$ cat config.mk
export PLATFORM = sky130hd
export DESIGN_NAME = fpm_dram_ctrl
export DESIGN_NICKNAME = d
export VERILOG_FILES = /design/src/rtl/fpm_dram_ctrl.sv
export SDC_FILE = /design/constraint.sdc
export NUM_CORES = 1
export LEC_CHECK = 0
export BUFFER_PORTS_ARGS = -buffer_cell sky130_fd_sc_hd__buf_4
export CELL_PAD_IN_SITES_DETAIL_PLACEMENT = 1
export CELL_PAD_IN_SITES_GLOBAL_PLACEMENT = 1
export CORE_UTILIZATION = 36
export DETAILED_ROUTE_END_ITERATION = 10
export GPL_TIMING_DRIVEN = 0
export PLACE_DENSITY = 0.81
export SYNTH_ARGS = -nofsm -noshare
export SYNTH_HDL_FRONTEND = slang
export SYNTH_SLANG_ARGS = --single-unit
$ cat constraint.sdc
create_clock -name clk -period 1.9 [get_ports clk]
set_input_delay 0.38 -clock clk [delete_from_list [all_inputs] [get_ports clk]]
set_output_delay 0.38 -clock clk [all_outputs]
set_load 0.02 [all_outputs]
$ cat src/rtl/fpm_dram_ctrl.sv
module fpm_dram_ctrl #(
  parameter int ROW_W     = 8,
  parameter int COL_W     = 8,
  parameter int T_RCD     = 2,
  parameter int T_CASW    = 2,
  parameter int T_RP      = 4,
  parameter int T_RFW     = 4,
  parameter int T_CHR     = 1,
  parameter int T_RAS_MAX = 9000
) (
  input  logic                   clk,
  input  logic                   rst_n,
  input  logic                   req_valid,
  output logic                   req_ready,
  input  logic                   req_write,
  input  logic [ROW_W+COL_W-1:0] req_addr,
  input  logic [1:0]             req_be,
  input  logic [15:0]            req_wdata,
  output logic                   rsp_valid,
  output logic [15:0]            rsp_rdata,
  input  logic                   ref_req,
  output logic                   ref_ack,
  output logic                   mem_rowstb_n,
  output logic                   mem_colstb_hi_n,
  output logic                   mem_colstb_lo_n,
  output logic                   mem_wr_n,
  output logic                   mem_rd_en_n,
  output logic [ROW_W-1:0]       mem_a,
  output logic [15:0]            mem_dq_o,
  output logic                   mem_dq_drive,
  input  logic [15:0]            mem_dq_i
);
  localparam int AW    = ROW_W + COL_W;
  localparam int M1    = (T_RCD > T_CASW) ? T_RCD : T_CASW;
  localparam int M2    = (T_RP > T_RFW) ? T_RP : T_RFW;
  localparam int TMAX  = (M1 > M2) ? M1 : M2;
  localparam int CNT_W = $clog2(TMAX + 1);
  localparam int RW    = $clog2(T_RAS_MAX + 1);
  localparam logic [RW-1:0] RAS_LIM = RW'(T_RAS_MAX - T_CASW - 3);

  typedef enum logic [3:0] {
    S_IDLE, S_RADDR, S_RCD, S_CADDR, S_COL, S_OPEN, S_PRE, S_RCBR, S_RREF
  } st_t;

  st_t              state;
  logic [CNT_W-1:0] cnt;
  logic [RW-1:0]    ras_cnt;
  logic [ROW_W-1:0] row_q;
  logic [COL_W-1:0] col_q;
  logic             wr_q, rel_q;
  logic [1:0]       be_q;
  logic [15:0]      wdata_q;

  wire hit     = req_addr[AW-1:COL_W] == row_q;
  wire tmo     = ras_cnt > RAS_LIM;
  wire row_low = state inside {S_RCD, S_CADDR, S_COL, S_OPEN, S_RREF};
  wire col_cyc = state inside {S_CADDR, S_COL};
  wire col_act = state == S_COL;
  wire cbr_cas = (state == S_RCBR) || (state == S_RREF && cnt < CNT_W'(T_CHR));
  wire col_end = col_act && cnt == CNT_W'(T_CASW - 1);

  assign req_ready = !ref_req && ((state == S_IDLE) || (state == S_OPEN && !tmo && hit));

  assign mem_rowstb_n    = !row_low;
  assign mem_colstb_hi_n = !((col_act && be_q[1]) || cbr_cas);
  assign mem_colstb_lo_n = !((col_act && be_q[0]) || cbr_cas);
  assign mem_wr_n        = !(col_cyc && wr_q);
  assign mem_rd_en_n     = !(col_act && !wr_q);
  assign mem_a           = col_cyc ? ROW_W'(col_q) : row_q;
  assign mem_dq_o        = wdata_q;
  assign mem_dq_drive    = (col_cyc && wr_q) || rel_q;

  always_ff @(posedge clk or negedge rst_n) begin
    if (!rst_n) begin
      state     <= S_IDLE;
      cnt       <= '0;
      ras_cnt   <= '0;
      row_q     <= '0;
      col_q     <= '0;
      wr_q      <= 1'b0;
      be_q      <= '0;
      wdata_q   <= '0;
      rel_q     <= 1'b0;
      rsp_valid <= 1'b0;
      rsp_rdata <= '0;
      ref_ack   <= 1'b0;
    end else begin
      rsp_valid <= 1'b0;
      ref_ack   <= 1'b0;
      rel_q     <= 1'b0;
      cnt       <= cnt + CNT_W'(1);
      ras_cnt   <= row_low ? ras_cnt + RW'(1) : '0;
      case (state)
        S_IDLE: begin
          cnt <= '0;
          if (ref_req) state <= S_RCBR;
          else if (req_valid) begin
            row_q   <= req_addr[AW-1:COL_W];
            col_q   <= req_addr[COL_W-1:0];
            wr_q    <= req_write;
            be_q    <= req_be;
            wdata_q <= req_wdata;
            state   <= S_RADDR;
          end
        end
        S_RADDR: begin
          cnt   <= '0;
          state <= S_RCD;
        end
        S_RCD: if (cnt == CNT_W'(T_RCD - 1)) begin
          cnt   <= '0;
          state <= S_CADDR;
        end
        S_CADDR: begin
          cnt   <= '0;
          state <= S_COL;
        end
        S_COL: if (col_end) begin
          cnt   <= '0;
          rel_q <= wr_q;
          state <= S_OPEN;
          if (!wr_q) begin
            rsp_valid <= 1'b1;
            rsp_rdata <= {be_q[1] ? mem_dq_i[15:8] : 8'h00, be_q[0] ? mem_dq_i[7:0] : 8'h00};
          end
        end
        S_OPEN: begin
          cnt <= '0;
          if (ref_req || tmo || (req_valid && !hit)) state <= S_PRE;
          else if (req_valid) begin
            col_q   <= req_addr[COL_W-1:0];
            wr_q    <= req_write;
            be_q    <= req_be;
            wdata_q <= req_wdata;
            state   <= S_CADDR;
          end
        end
        S_PRE: if (cnt == CNT_W'(T_RP - 1)) begin
          cnt   <= '0;
          state <= S_IDLE;
        end
        S_RCBR: begin
          cnt   <= '0;
          state <= S_RREF;
        end
        S_RREF: if (cnt == CNT_W'(T_RFW - 1)) begin
          cnt     <= '0;
          ref_ack <= 1'b1;
          state   <= S_PRE;
        end
        default: state <= S_IDLE;
      endcase
    end
  end
endmodule

==> key figures <==
Outcome
  – Outcome: complete, but fails checks
  – Failing checks: setup timing

Worst setup path
  – CP startpoint kind: flop
  – Kind of critical path: reg -> out
  – CP endpoint kind: output port
  – Crit-path max FO: 4
  – Worst path arrival time: between 2 and 2.5 ns
  – WP data required: 1.52 ns

Synth
  – Netlist Area Pre-Place: 0.00364 mm2
  – Post-Syn Area per Cell: about 11 um2
  – Yosys cell types: between 40 and 50
  – Async SR Flop Fraction: 100%
  – Yosys warns: 0
  – Post-synthesis adder-cell area fraction: under 10%
  – #FFs+latches synth: 75
  – Main combinational cell family by area after synthesis: simple AND/OR/NAND/NOR gates
  – Sequential element share of the synthesized area: between 50% and 60%
  – Post-synthesis mux area share: around 16%
  – Syn nets: between 300 and 400
  – Complex-gate fraction of the synthesized area: 5.78%
  – Simple-Gate Fraction of Synth Area: around 16%
  – Synth Instances: between 300 and 400
  – Synth Flop Type: dfrtp_1
  – XOR/XNOR Fraction of Synth Area: ~5.1%
  – EDFF count, synth: 0

Die
  – Die Y: a little over 100 um
  – Initial core utilization: between 30 and 40%
  – IO Count: roughly 100
  – Die W: a little over 100 um
  – Die Area: approximately 0.011 mm2
  – Core area: 0.00977 mm2
  – Rows: 36

STA
  – Fin crit period: 2.41 ns
  – Final period util: 127%
  – Clock skew: 0.0173 ns
  – Hold Violations, Final: 0
  – Worst slew pin tran: just under 1 ns
  – Unrepaired setup endpoints after global routing: yes
  – Setup TNS: -17.55 ns
  – Setup violations, final: 70
  – Slew headroom: 35.3%
  – Fin. max-slew vios: 0
  – Final worst-path setup slack: -0.510 ns
  – Maximum clock rate: roughly 0.42 GHz
  – Worst hold margin: between 0.1 and 0.15 ns

GRT
  – Global-route wire length before repair: 18500 um
  – Total gr overflow: 0
  – Antenna violations before repair: 0
  – Gr usage total: between 20% and 30%
  – Pin count of the biggest net entering global routing: 76
  – Vias in the first global route: between 3000 and 4000

Layout
  – Diodes inserted: 0
  – Final #Nets: about 550
  – Layout cell share with drive strength beyond 1: a little over half
  – Filler cells: 1056
  – Most frequent cells in the layout: 132 x buf_4, 73 x dfrtp_1, 39 x nand2_1
  – Register area: roughly 0.0019 mm2
  – Area of the multi-input gates: about 0.0019 mm2
  – Layout area overhead: 54.4%
  – Commonest non-fill, non-tap cell in the layout: buf_4

Job
  – Max-cap viol count: 0

Place
  – Placer Congestion: between 0.8 and 0.9
  – DP HPWL: 6870 um
  – PortBufs: just over 100
  – Placement Setup Slack: -0.492 ns

Routing
  – Via count: about 3200
  – Drt first pass iters: 4
  – Vias per Instance: around 5.2
  – Initial detailed-routing violation count: 87
  – DRT antenna net count: 0
  – Routed wire per std cell: about 21 um
  – DRC: 0
  – Total wire length: around 13000 um

CTS
  – H-tree levels: 3
  – Maximum root-to-sink buffer count: 2
  – Worst-Skew Late Latency: 0.36 ns
  – Clk sink count: 75
  – Total CTS buffers: 9
  – CTS Hold Bufs: 0
  – CTS root buffer: clkbuf_8
  – CTS tree: yes
  – Clk pin slew, worst setup/hold paths: roughly 0.09 ns

Min path
  – Worst hold path type: in -> async

Power
  – Pwr/cell area: 1760 mW/mm2
  – Pleak: between 2 and 3 nW
  – Max VDD drop: approximately 1.0 mV
-- cells in the mapped netlist, types with 2 or more instances --
library cell	instances	area, um2
a211oi_1	2	15.0
a21oi_1	8	40.0
buf_2	2	10.0
buf_4	2	15.0
buf_6	3	33.8
clkbuf_1	8	30.0
dfrtp_1	75	1880
ha_1	5	62.6
inv_1	7	26.3
mux2_2	24	270
mux2_4	20	300
nand2_1	42	158
nand2b_1	3	18.8
nand3_1	25	125
nand4_1	5	31.3
nor2_1	35	131
nor2b_1	2	12.5
nor3_1	7	35.0
nor4_1	2	12.5
o211ai_1	3	22.5
o21ai_0	2	10.0
xnor2_1	13	114
xor2_1	8	70.1
-- cell families after synthesis --
logic type | count (synthesis)
AOI/OAI and AO/OA | 27
DFF | 75
muxes | 44
and+or+nand+nor | 130
adders and majority gates | 6
buffers and inverters | 24
xor gates and xnor gates | 21
-- worst max-delay path, cell delays in order, from the launching register on --
cell      delay (ns)
dfrtp_1         0.39
buf_6           0.14
buf_6           0.12
nand2b_4        0.15
nor4_4          0.33
a21oi_2         0.09
nor2_2          0.21
nor2_1          0.07
buf_4           0.16
-- layer usage --
layer	GRT usage (%)	routed length (um)
met1	27.3	4870
met2	41.3	6890
met3	4.47	682
met4	12.4	621
met5	0	0
-- state kept, by name (all words and copies together), names as in the netlist --
signal,flops
rsp_valid,1
rel_q,1
rsp_rdata,16
row_q,8
cnt,3
ref_ack,1
col_q,8
be_q,2
ras_cnt,14
mem_dq_o,16
state,4
wr_q,1
-- metrics by stage --
step / util (%) / area, um2 / cells / total power [mW]
2_1_floorplan: - / 3660 / 327 / 5.19
3_3_place_gp: 47.0 / 4600 / 563 / 6.56
3_5_place_dp: 47.0 / 4600 / 563 / 6.73
4_1_cts: 54.3 / 5310 / 603 / 9.02
5_1_grt: 57.5 / 5620 / 628 / 10.3
6_report: 57.5 / 5620 / 628 / 9.87
-- worst paths after layout --
check	slack (ns)	to	start	cells after the start
hold / removal	0.15	col_q[3]	rst_n	1
max in group asynchronous	1.03	state[1]	rst_n	1
min in group clk	0.25	mem_dq_o[14]	req_wdata[14]	2
setup / recovery	-0.51	mem_colstb_hi_n	state[2]	8
setup reg to reg	-0.41	mem_dq_o[2]	row_q[2]	8
hold reg to reg	0.47	rsp_rdata[9]	rsp_rdata[9]	2
-- area by class of cell --
| cell class | count | area share (%) |
|---|---|---|
| Sequential cell | 75 | 33.5 |
| Tap cell | 133 | 2.96 |
| Multi-Input combinational cell | 228 | 33.3 |
| Clock inverter | 6 | 1.18 |
| Clock buffer | 9 | 2.21 |
| Buffer | 12 | 2.72 |
| Timing Repair Buffer | 156 | 23.4 |
| Inverter | 9 | 0.780 |
-- report_power, final --
group | internal [mW] | switching [mW] | total (mW) | leakage [nW]
Combinational | 2.98 | 2.90 | 5.88 | 1.66
Sequential | 2.24 | 0.510 | 2.75 | 0.928
Clock | 0.602 | 0.643 | 1.24 | 0.0877
-- timing repair --
item	CTS	global route
endpoints found under the setup margin	77	68
pin swaps	13	20
buffers inserted	25	28
cloned	2	0
gates resized for setup	77	27
Note: power is estimated with default switching activity, not from simulation.
